[src/rtl/stx_pkg.sv]
package stx_pkg;
  typedef enum logic [2:0] {
    ST_IDLE,
    ST_START,
    ST_DATA,
    ST_PARITY,
    ST_STOP
  } tx_state_e;

  typedef struct packed {
    logic [1:0] len_code;
    logic       par_en;
    logic       par_odd;
    logic       two_stop;
  } frame_cfg_t;
endpackage

[src/rtl/stx_buffer.sv]
module stx_buffer #(
  parameter int unsigned DEPTH = 32,
  parameter int unsigned WIDTH = 8
) (
  input  logic             clk_i,
  input  logic             rst_ni,
  input  logic             fifo_en_i,
  input  logic             wr_i,
  input  logic [WIDTH-1:0] wr_data_i,
  input  logic             pop_i,
  output logic [WIDTH-1:0] rd_data_o,
  output logic             empty_o,
  output logic             accept_o,
  output logic             drain_o
);
  localparam int unsigned PW = (DEPTH > 1) ? $clog2(DEPTH) : 1;
  localparam int unsigned CW = $clog2(DEPTH + 1);
  localparam logic [CW-1:0] CAP_Q = CW'(DEPTH);
  localparam logic [CW-1:0] ONE_C = CW'(1);
  localparam logic [PW-1:0] LAST_P = PW'(DEPTH - 1);

  logic [WIDTH-1:0] mem_q [DEPTH];
  logic [PW-1:0]    wr_ptr_q, rd_ptr_q;
  logic [CW-1:0]    count_q, cap;
  logic             mode_q, flush, full, pop_ok;

  function automatic logic [PW-1:0] step(input logic [PW-1:0] p);
    return (p == LAST_P) ? '0 : p + PW'(1);
  endfunction

  assign flush     = fifo_en_i ^ mode_q;
  assign cap       = fifo_en_i ? CAP_Q : ONE_C;
  assign full      = count_q >= cap;
  assign empty_o   = (count_q == '0) || flush;
  assign pop_ok    = pop_i && !empty_o;
  assign accept_o  = wr_i && !flush && (!full || pop_ok);
  assign drain_o   = pop_ok && (count_q == ONE_C) && !accept_o;
  assign rd_data_o = mem_q[rd_ptr_q];

  always_ff @(posedge clk_i or negedge rst_ni) begin
    if (!rst_ni) begin
      wr_ptr_q <= '0;
      rd_ptr_q <= '0;
      count_q  <= '0;
      mode_q   <= 1'b0;
    end else if (flush) begin
      wr_ptr_q <= '0;
      rd_ptr_q <= '0;
      count_q  <= '0;
      mode_q   <= fifo_en_i;
    end else begin
      if (accept_o) wr_ptr_q <= step(wr_ptr_q);
      if (pop_ok)   rd_ptr_q <= step(rd_ptr_q);
      case ({accept_o, pop_ok})
        2'b10:   count_q <= count_q + ONE_C;
        2'b01:   count_q <= count_q - ONE_C;
        default: count_q <= count_q;
      endcase
    end
  end

  for (genvar g = 0; g < DEPTH; g++) begin : g_entry
    always_ff @(posedge clk_i) begin
      if (accept_o && (wr_ptr_q == PW'(g))) mem_q[g] <= wr_data_i;
    end
  end

  assert_no_overflow_R4: assert property (@(posedge clk_i) disable iff (!rst_ni)
    count_q <= CAP_Q);
  assert_single_slot_R5: assert property (@(posedge clk_i) disable iff (!rst_ni)
    !mode_q |-> count_q <= ONE_C);
  assert_flush_empties_R10: assert property (@(posedge clk_i) disable iff (!rst_ni)
    flush |=> count_q == '0);
endmodule

[src/rtl/stx_bit_timer.sv]
module stx_bit_timer #(
  parameter int unsigned MAX_TICKS = 16
) (
  input  logic       clk_i,
  input  logic       rst_ni,
  input  logic       run_i,
  input  logic       tick_i,
  input  logic [1:0] rate_i,
  output logic       bit_end_o
);
  localparam int unsigned CW = $clog2(MAX_TICKS);

  logic [CW-1:0] cnt_q, limit;

  always_comb begin
    case (rate_i)
      2'd1:    limit = CW'(MAX_TICKS / 2 - 1);
      2'd2:    limit = CW'(MAX_TICKS / 4 - 1);
      default: limit = CW'(MAX_TICKS - 1);
    endcase
  end

  assign bit_end_o = run_i && tick_i && (cnt_q >= limit);

  always_ff @(posedge clk_i or negedge rst_ni) begin
    if (!rst_ni)        cnt_q <= '0;
    else if (!run_i)    cnt_q <= '0;
    else if (bit_end_o) cnt_q <= '0;
    else if (tick_i)    cnt_q <= cnt_q + CW'(1);
  end

  assert_restart_R3: assert property (@(posedge clk_i) disable iff (!rst_ni)
    $rose(run_i) |-> cnt_q == '0);
endmodule

[src/rtl/stx_shifter.sv]
module stx_shifter
  import stx_pkg::*;
#(
  parameter int unsigned WIDTH = 8
) (
  input  logic             clk_i,
  input  logic             rst_ni,
  input  frame_cfg_t       cfg_i,
  input  logic             empty_i,
  input  logic [WIDTH-1:0] data_i,
  input  logic             bit_end_i,
  output logic             pop_o,
  output logic             busy_o,
  output logic             tx_o
);
  localparam int unsigned IW = $clog2(WIDTH);

  tx_state_e        state_q;
  logic [WIDTH-1:0] sreg_q;
  logic [IW-1:0]    idx_q, last_idx;
  logic             par_q, stop2_q, last_stop;

  assign last_idx  = IW'(WIDTH - 4) + IW'(cfg_i.len_code);
  assign last_stop = !cfg_i.two_stop || stop2_q;
  assign busy_o    = (state_q != ST_IDLE);
  assign pop_o     = !empty_i && ((state_q == ST_IDLE) ||
                     ((state_q == ST_STOP) && bit_end_i && last_stop));

  always_ff @(posedge clk_i or negedge rst_ni) begin
    if (!rst_ni) begin
      state_q <= ST_IDLE;
      sreg_q  <= '0;
      idx_q   <= '0;
      par_q   <= 1'b0;
      stop2_q <= 1'b0;
    end else if (pop_o) begin
      state_q <= ST_START;
      sreg_q  <= data_i;
      par_q   <= cfg_i.par_odd;
    end else if (bit_end_i) begin
      case (state_q)
        ST_START: begin
          state_q <= ST_DATA;
          idx_q   <= '0;
        end
        ST_DATA: begin
          par_q  <= par_q ^ sreg_q[0];
          sreg_q <= sreg_q >> 1;
          if (idx_q == last_idx) begin
            state_q <= cfg_i.par_en ? ST_PARITY : ST_STOP;
            stop2_q <= 1'b0;
          end else begin
            idx_q <= idx_q + IW'(1);
          end
        end
        ST_PARITY: begin
          state_q <= ST_STOP;
          stop2_q <= 1'b0;
        end
        ST_STOP: begin
          if (!last_stop) stop2_q <= 1'b1;
          else            state_q <= ST_IDLE;
        end
        default: state_q <= ST_IDLE;
      endcase
    end
  end

  always_comb begin
    case (state_q)
      ST_START:  tx_o = 1'b0;
      ST_DATA:   tx_o = sreg_q[0];
      ST_PARITY: tx_o = par_q;
      default:   tx_o = 1'b1;
    endcase
  end

  assert_load_starts_R2: assert property (@(posedge clk_i) disable iff (!rst_ni)
    pop_o |=> (state_q == ST_START) && !tx_o);
  assert_ends_in_stop_R7: assert property (@(posedge clk_i) disable iff (!rst_ni)
    ((state_q == ST_IDLE) && $past(state_q != ST_IDLE)) |-> $past(state_q == ST_STOP));
endmodule

[src/rtl/serial_tx_fifo.sv]
module serial_tx_fifo
  import stx_pkg::*;
#(
  parameter int unsigned DEPTH     = 32,
  parameter int unsigned WIDTH     = 8,
  parameter int unsigned MAX_TICKS = 16
) (
  input  logic             clk_i,
  input  logic             rst_ni,
  input  logic             os_tick_i,
  input  logic [1:0]       os_rate_i,
  input  logic             fifo_en_i,
  input  logic             wr_en_i,
  input  logic [WIDTH-1:0] wr_data_i,
  input  logic [1:0]       len_code_i,
  input  logic             par_en_i,
  input  logic             par_odd_i,
  input  logic             two_stop_i,
  input  logic             irq_en_i,
  input  logic             irq_clr_i,
  output logic             tx_o,
  output logic             hold_empty_o,
  output logic             shift_empty_o,
  output logic             irq_o
);
  frame_cfg_t       cfg;
  logic [WIDTH-1:0] rd_data;
  logic             empty, pop, accept, drain, busy, bit_end, irq_pend_q;

  assign cfg = '{len_code: len_code_i, par_en: par_en_i,
                 par_odd: par_odd_i, two_stop: two_stop_i};

  stx_buffer #(.DEPTH(DEPTH), .WIDTH(WIDTH)) u_buffer (
    .clk_i     (clk_i),
    .rst_ni    (rst_ni),
    .fifo_en_i (fifo_en_i),
    .wr_i      (wr_en_i),
    .wr_data_i (wr_data_i),
    .pop_i     (pop),
    .rd_data_o (rd_data),
    .empty_o   (empty),
    .accept_o  (accept),
    .drain_o   (drain)
  );

  stx_bit_timer #(.MAX_TICKS(MAX_TICKS)) u_timer (
    .clk_i     (clk_i),
    .rst_ni    (rst_ni),
    .run_i     (busy),
    .tick_i    (os_tick_i),
    .rate_i    (os_rate_i),
    .bit_end_o (bit_end)
  );

  stx_shifter #(.WIDTH(WIDTH)) u_shifter (
    .clk_i     (clk_i),
    .rst_ni    (rst_ni),
    .cfg_i     (cfg),
    .empty_i   (empty),
    .data_i    (rd_data),
    .bit_end_i (bit_end),
    .pop_o     (pop),
    .busy_o    (busy),
    .tx_o      (tx_o)
  );

  // a new drain event wins over a clear in the same cycle
  always_ff @(posedge clk_i or negedge rst_ni) begin
    if (!rst_ni)                   irq_pend_q <= 1'b0;
    else if (drain && irq_en_i)    irq_pend_q <= 1'b1;
    else if (irq_clr_i || accept)  irq_pend_q <= 1'b0;
  end

  assign hold_empty_o  = empty;
  assign shift_empty_o = !busy;
  assign irq_o         = irq_pend_q && irq_en_i;

  assert_idle_line_R1: assert property (@(posedge clk_i) disable iff (!rst_ni)
    shift_empty_o |-> tx_o);
  assert_irq_cause_R9: assert property (@(posedge clk_i) disable iff (!rst_ni)
    $rose(irq_pend_q) |-> hold_empty_o && !shift_empty_o);
  assert_write_clears_R9: assert property (@(posedge clk_i) disable iff (!rst_ni)
    (accept && !drain) |=> !irq_o);
endmodule

[config.mk]
export PLATFORM = sky130hd
export DESIGN_NAME = serial_tx_fifo
export DESIGN_NICKNAME = d
export VERILOG_FILES = /design/src/rtl/stx_pkg.sv /design/src/rtl/stx_buffer.sv /design/src/rtl/stx_bit_timer.sv /design/src/rtl/stx_shifter.sv /design/src/rtl/serial_tx_fifo.sv
export SDC_FILE = /design/constraint.sdc
export NUM_CORES = 1
export LEC_CHECK = 0
export ABC_AREA = 1
export CORE_ASPECT_RATIO = 0.9
export CORE_MARGIN = 3
export CORE_UTILIZATION = 40
export CTS_CLUSTER_SIZE = 30
export DETAILED_ROUTE_END_ITERATION = 8
export PLACE_DENSITY_LB_ADDON = 0.15
export SETUP_SLACK_MARGIN = 0.02
export SKIP_LAST_GASP = 1
export SLEW_MARGIN = 25
export SYNTH_ARGS = -nofsm -noshare
export SYNTH_HDL_FRONTEND = slang
export SYNTH_SLANG_ARGS = --single-unit
[constraint.sdc]
create_clock -name clk_i -period 2.77 [get_ports clk_i]
set_clock_uncertainty 0.1 [all_clocks]
set_input_delay 0.554 -clock clk_i [delete_from_list [all_inputs] [get_ports clk_i]]
set_output_delay 0.554 -clock clk_i [all_outputs]
set_load 0.01 [all_outputs]
# Word-level counts from Yosys, hierarchy flattened
# Memories as Yosys holds them, arrays and structs flattened.
# Cells that the tools add are included.
# W data, S select, Z words.
classes:
  n_mux: 190
  n_addsub: 7
  order_cmp: 2
  n_reduce_logical: 102
  eq_ne: 48
  n_bitwise: 3
op_table:
  columns: ["operator", "n"]
  rows:
  - ["$mux W8", 34]
  - ["$reduce_or A8 Y1", 31]
  - ["$mux W5", 37]
  - ["$mux W1", 102]
  - ["$eq A5 B5 Y1 const B", 17]
  - ["$logic_and A1 B1 Y1", 44]
  - ["$eq A5 B4 Y1 const B", 8]
  - ["$eq A5 B3 Y1 const B", 4]
  - ["$mux W3", 6]
  - ["$mux W4", 3]
  - ["$mux W6", 2]
  - ["$pmux W3 S4", 1]
  - ["$pmux W6 S2", 1]
  - ["$reduce_bool A2 Y1", 6]
  - ["$add A5 B1 Y5 const B", 2]
  - ["$eq A5 B2 Y1 const B", 2]
  - ["$ne A3 B2 Y1 const B", 3]
  - ["$reduce_bool A3 Y1", 3]
  - ["$pmux W4 S2", 1]
  - ["$add A6 B1 Y6 const B", 1]
  - ["$eq A3 B2 Y1 const B", 2]
  - ["$eq A6 B1 Y1 const B", 1]
  - ["$ge A6 B6 Y1", 1]
  - ["$logic_not A1 Y1", 6]
  - ["other kinds (25)", 34]
totals:
  mem_bits_rw: 256
  regBits: 38
  wordCells: 364
  memories: 1
  out_inout_bits: 4
memory_table:
  columns: ["memory", "words", "word_bits", "read_ports", "rd_ports_with_merged_regs", "wr", "line_no", "source"]
  rows:
  - ["u_buffer.mem_q", 32, 8, 1, 0, 1, "stx_buffer.sv:22", "logic [WIDTH-1:0] mem_q [DEPTH];"]

# Longest topological paths before layout
depth:
  word_depth: 46
  mapped_depth: 18
  depth_no_buf: 18

# Hierarchy
# From an unflattened synthesis, not the netlist that was laid out.
unflattened:
  hier_cells: 1252
  hier_area_um2: 13186.4
modules_own_cells:
  columns: ["mod", "cells_per_inst", "seq_area_each_um2", "instances", "area_per_inst_um2"]
  rows:
  - ["stx_buffer", 1080, 8112.8, 1, 11877.6]
  - ["stx_shifter", 126, 400.4, 1, 973.4]
  - ["stx_bit_timer", 38, 100.1, 1, 284.0]
  - ["serial_tx_fifo", 8, 25.0, 1, 51.3]

# Worst setup path after synthesis
# No wires, ideal clock.
synth_timing:
  path_type: "input-to-reg"
  start: "in os_rate_i[0]"
  end: "reg u_buffer.count_q[5]"
  stages: 18
  path_buffers: 0
  t_required_ns: 2.544
  path_slack_ns: -0.279
  t_arrival_ns: 2.823
  cell_sequence: "inv_1 ha_1 inv_1 ha_1 nand3_1 nand3_1 nand3_1 nand2_2 nand3_4 nand2_8 nand2_2 ha_1 inv_1 nand4_1 a21oi_1 o211ai_1 o21ai_0 a21oi_1"
synth_via:
  elab_chain_len: 14
  elab_cells_between_ends: 17
  cone_classes: "1 x order compare; 4 x eq/ne; 3 x mux; 9 x reduce/logical"
synth_rtl:
  columns: ["element", "line_no", "source"]
  rows:
  - ["start: declaration", "serial_tx_fifo.sv:11", "input logic [1:0] os_rate_i,"]
  - ["$eq A2 B2 Y1 or $eq A2 B1 Y1 (tied branches)", "stx_bit_timer.sv:16", "case (rate_i)"]
  - ["$pmux W4 S2 (*)", "stx_bit_timer.sv:16", null]
  - ["$ge A4 B4 Y1 (*)", "stx_bit_timer.sv:23", "assign bit_end_o = run_i && tick_i && (cnt_q >= limit);"]
  - ["$logic_and A1 B1 Y1 (*)", "stx_bit_timer.sv:23", null]
  - ["$logic_and A1 B1 Y1 (*) (2 in a row)", "stx_shifter.sv:27", "((state_q == ST_STOP) && bit_end_i && last_stop));"]
  - ["$logic_or A1 B1 Y1 (*)", "stx_shifter.sv:26", "assign pop_o = !empty_i && ((state_q == ST_IDLE) ||"]
  - ["$logic_and A1 B1 Y1 (*)", "stx_shifter.sv:26", null]
  - ["$logic_and A1 B1 Y1 (*)", "stx_buffer.sv:35", "assign pop_ok = pop_i && !empty_o;"]
  - ["$logic_or A1 B1 Y1", "stx_buffer.sv:36", "assign accept_o = wr_i && !flush && (!full || pop_ok);"]
  - ["$logic_and A1 B1 Y1", "stx_buffer.sv:36", null]
  - ["$eq A2 B1 Y1 or $eq A2 B2 Y1 (tied branches)", "stx_buffer.sv:54", "case ({accept_o, pop_ok})"]
  - ["$pmux W6 S2", "stx_buffer.sv:54", null]
  - ["$mux W6", "stx_buffer.sv:46", "end else if (flush) begin"]
  - ["end signal: assignment", "stx_buffer.sv:55", "2'b10: count_q <= count_q + ONE_C;"]
  - ["end signal: assignment", "stx_buffer.sv:56", "2'b01: count_q <= count_q - ONE_C;"]
  - ["end signal: assignment", "stx_buffer.sv:57", "default: count_q <= count_q;"]
  - ["end: declaration", "stx_buffer.sv:24", "logic [CW-1:0] count_q, cap;"]
# Every way passes the cells marked *; elsewhere a longest branch is shown, timed or not.
# A chain may end at the register's enable or synchronous reset.

# Worst setup path after layout
layout_timing:
  start: "reg u_shifter.state_q[2]"
  end: "out shift_empty_o"
layout_via:
  elab_chain_len: 2
layout_rtl:
  columns: ["element", "line_no", "source"]
  rows:
  - ["start: declaration", "stx_shifter.sv:18", "tx_state_e state_q;"]
  - ["start signal: assignment", "stx_shifter.sv:50", "state_q <= cfg_i.par_en ? ST_PARITY : ST_STOP;"]
  - ["$reduce_bool A3 Y1", "stx_shifter.sv:25", "assign busy_o = (state_q != ST_IDLE);"]
  - ["$logic_not A1 Y1", null, null]
  - ["end: declaration", "serial_tx_fifo.sv:23", "output logic shift_empty_o,"]
# No other way between the ends.

==> metrics.txt <==
status=finished clean; final non-filler cell area=roughly 15,000 µm²; n_diodes=0; initial antenna violation count=0; Root Driver=clkbuf_16; Slew Viols, Final=0; top_reg_cell synth=edfxtp_1; Worst Hold Endpoint=u_shifter.sreg_q[3]; routed vias/inst=5.14; # H-tree levels=1; RSZ-0062 raised after global routing=no; Slew Limit Headroom=~50%; worst r2r src=u_timer.cnt_q[2]; fin nets=roughly 1.4k; syn nets=around 1.3k; Req. time, crit path=about 2.1 ns; share of cells above drive strength 1=between 10% and 20%; DP Wirelength=about 22,000 µm; Post-Syn Area=about 13,000 µm²; GRT Overall Usage=19.9%; DRT Pass-1 Iters=5; critical path data arrival time=a little under 2 ns; vias post-DR=9,027; Final Setup Violations=0; Crit Path Class=reg -> out; CP endpoint kind=primary output; sequential area share after synthesis=roughly 67%; Starting Density=approximately two fifths; Worst Hold Depth=2; Port Buffer Count=25; maxcap violations=0; Die Wd=just under 200 µm; warnings from Yosys=0; synth unique cells=38; startpoint types=flip-flop; placed cell area=14,100 µm²; grt total ovfl=0; Ports=26; drt initial violations=around 880; Pwr Density=a little over 700 nW/µm²; clk sink count=294; ANT nets after route=0; core box area=31,400 µm²; Max rail drop VDD=about 510 µV; setup ws final=about 0.13 ns; gpl congestion=approximately 0.84; setup slack, reg-to-reg=between 0.4 and 0.5 ns; dpl ws=-0.518 ns; CP max stage cell=clkdlybuf4s50_1; total CTS buffers=31; DRC=0; wire per inst=19.8 µm; Max Root-Sink Buffers=3; final hold violations=0; Die Height=177 µm; most frequent cells in the layout=nand2_1, edfxtp_1, nor2_1; Clock Latency Late Sink=0.56 ns; period utilisation layout=a little over nine tenths; CTS clk-pin slew, worst paths=~0.06 ns; commonest non-fill, non-tap cell in the layout=nand2_1; Least-Margin Pin Slew=between 0.7 and 0.8 ns; critical path cell sequence=nor3_4, clkdlybuf4s50_1; Synth Register Bits=294; crit-path max cell delay=around 0.6 ns; LEAKAGE=roughly 5.8 nW; Critical Path Fanout Max=5; RR Endpoint=u_buffer.count_q[5]; asr flop ratio synth=between 10 and 15%; Worst R2R Path Depth=15; Syn Area/Cell=10.5 µm²; Design Power=10.7 mW; Hold Startpoint=u_shifter.sreg_q[3]; CTS tree=built; Hold/Removal Path Class=reg -> reg; total wire length=34,700 µm; Die Footprint=between 30,000 and 40,000 µm²; EDFF count, synth=between 200 and 300; min cycle time layout=between 2 and 3 ns; row cnt=61; largest net degree at the start of global routing=~150; vias in the first global route=between 8k and 9k; Max Freq=between 300 and 400 MHz; Synth Instances=around 1.2k; area grow syn2layout=17.6%; first-pass GRT wire length=between 50,000 and 60,000 µm
how the worst max path moves through the flow:
stage,endpoint,slack [ns],startpoint
after CTS,u_buffer.count_q[5],0.07,os_rate_i[0]
after floorplan,u_buffer.mem_q[0][0],-0.07,os_rate_i[0]
after global routing,tx_o,0.03,u_shifter.state_q[0]
final,shift_empty_o,0.13,u_shifter.state_q[2]
after global placement,u_buffer.count_q[5],-0.52,os_rate_i[0]
after detailed placement,u_buffer.count_q[5],-0.52,os_rate_i[0]
stage by stage:
step / utilization (%) / hold slack [ns] / std cells / setup TNS (ns)
floorplan: - / 0.158 / 1235 / -8.65
global placement: 45.0 / 0.361 / 1695 / -100.17
detailed placement: 45.0 / 0.361 / 1695 / -101.31
CTS: 48.2 / 0.378 / 1753 / 0
global route: 48.5 / 0.394 / 1755 / 0
finish: 48.5 / 0.379 / 1755 / 0
cell type report:
| type | count | area (µm²) |
|---|---|---|
| Sequential cell | 294 | 8640 |
| Multi-Input combinational cell | 810 | 3820 |
| Clock buffer | 38 | 802 |
| Clock inverter | 19 | 183 |
| Inverter | 75 | 285 |
| Tap cell | 409 | 512 |
| Timing Repair Buffer | 110 | 950 |
| Fill cell | 2890 | 16200 |
logic make-up after synthesis:
group / share of synthesized area, %
buf+inv: 4.28
compound gates: 4.30
xor+xnor: 0.533
fa+ha+maj: 1.84
simple gates: 22.2
flops: 66.8
sequential cells by signal, summed over array words and instances (netlist names):
signal / count
u_buffer.mem_q: 256
irq_pend_q: 1
u_buffer.wr_ptr_q: 5
u_buffer.count_q: 6
u_shifter.idx_q: 3
u_buffer.rd_ptr_q: 5
u_shifter.par_q: 1
u_buffer.mode_q: 1
u_shifter.state_q: 3
u_shifter.sreg_q: 8
u_shifter.stop2_q: 1
u_timer.cnt_q: 4
critical path, delay by kind of cell (launching register included):
kind                   cells  cell delay, ns
flip-flops                 1            0.46
AND/OR/NAND/NOR            1            0.36
buffers and inverters      1            0.60
cells in the mapped netlist (4+ instances only):
library cell  count  share of area, %
clkbuf_1         19              0.55
nand3_1         140               5.4
edfxtp_1        256                59
xor2_1            4              0.27
inv_2             5              0.15
buf_2            28               1.1
nand4_1           6              0.29
o21ai_0          58               2.2
o211ai_1          6              0.35
inv_1            69               2.0
nor3_1            5              0.19
buf_1             5              0.15
a21oi_1          33               1.3
nand2_1         351                10
nor2_1          158               4.6
dfrtp_1          38               7.4
ha_1             19               1.8
report_power, final:
part	switching (mW)	internal, mW	total (mW)
clock	1.71	2.34	4.05
sequential	0.140	4.97	5.11
combinational	1.02	0.542	1.56
layer usage:
| layer | track usage [%] | wire length, µm | vias up |
|---|---|---|---|
| li1 | - | - | 4343 |
| met4 | 3.95 | 669 | 0 |
| met1 | 31.0 | 16800 | 4342 |
| met3 | 2.71 | 2100 | 52 |
| met5 | 0 | 0 | - |
| met2 | 30.1 | 15100 | 290 |
timing repair:
item | CTS | global route
endpoints found under the hold margin | 28 | 0
pin swaps | 0 | 8
resized for setup | 6 | 12
setup buffers | 0 | 2
hold buffers | 1 | 0
setup endpoints to repair | 1 | 40
Power figures use the tool's default switching activity.
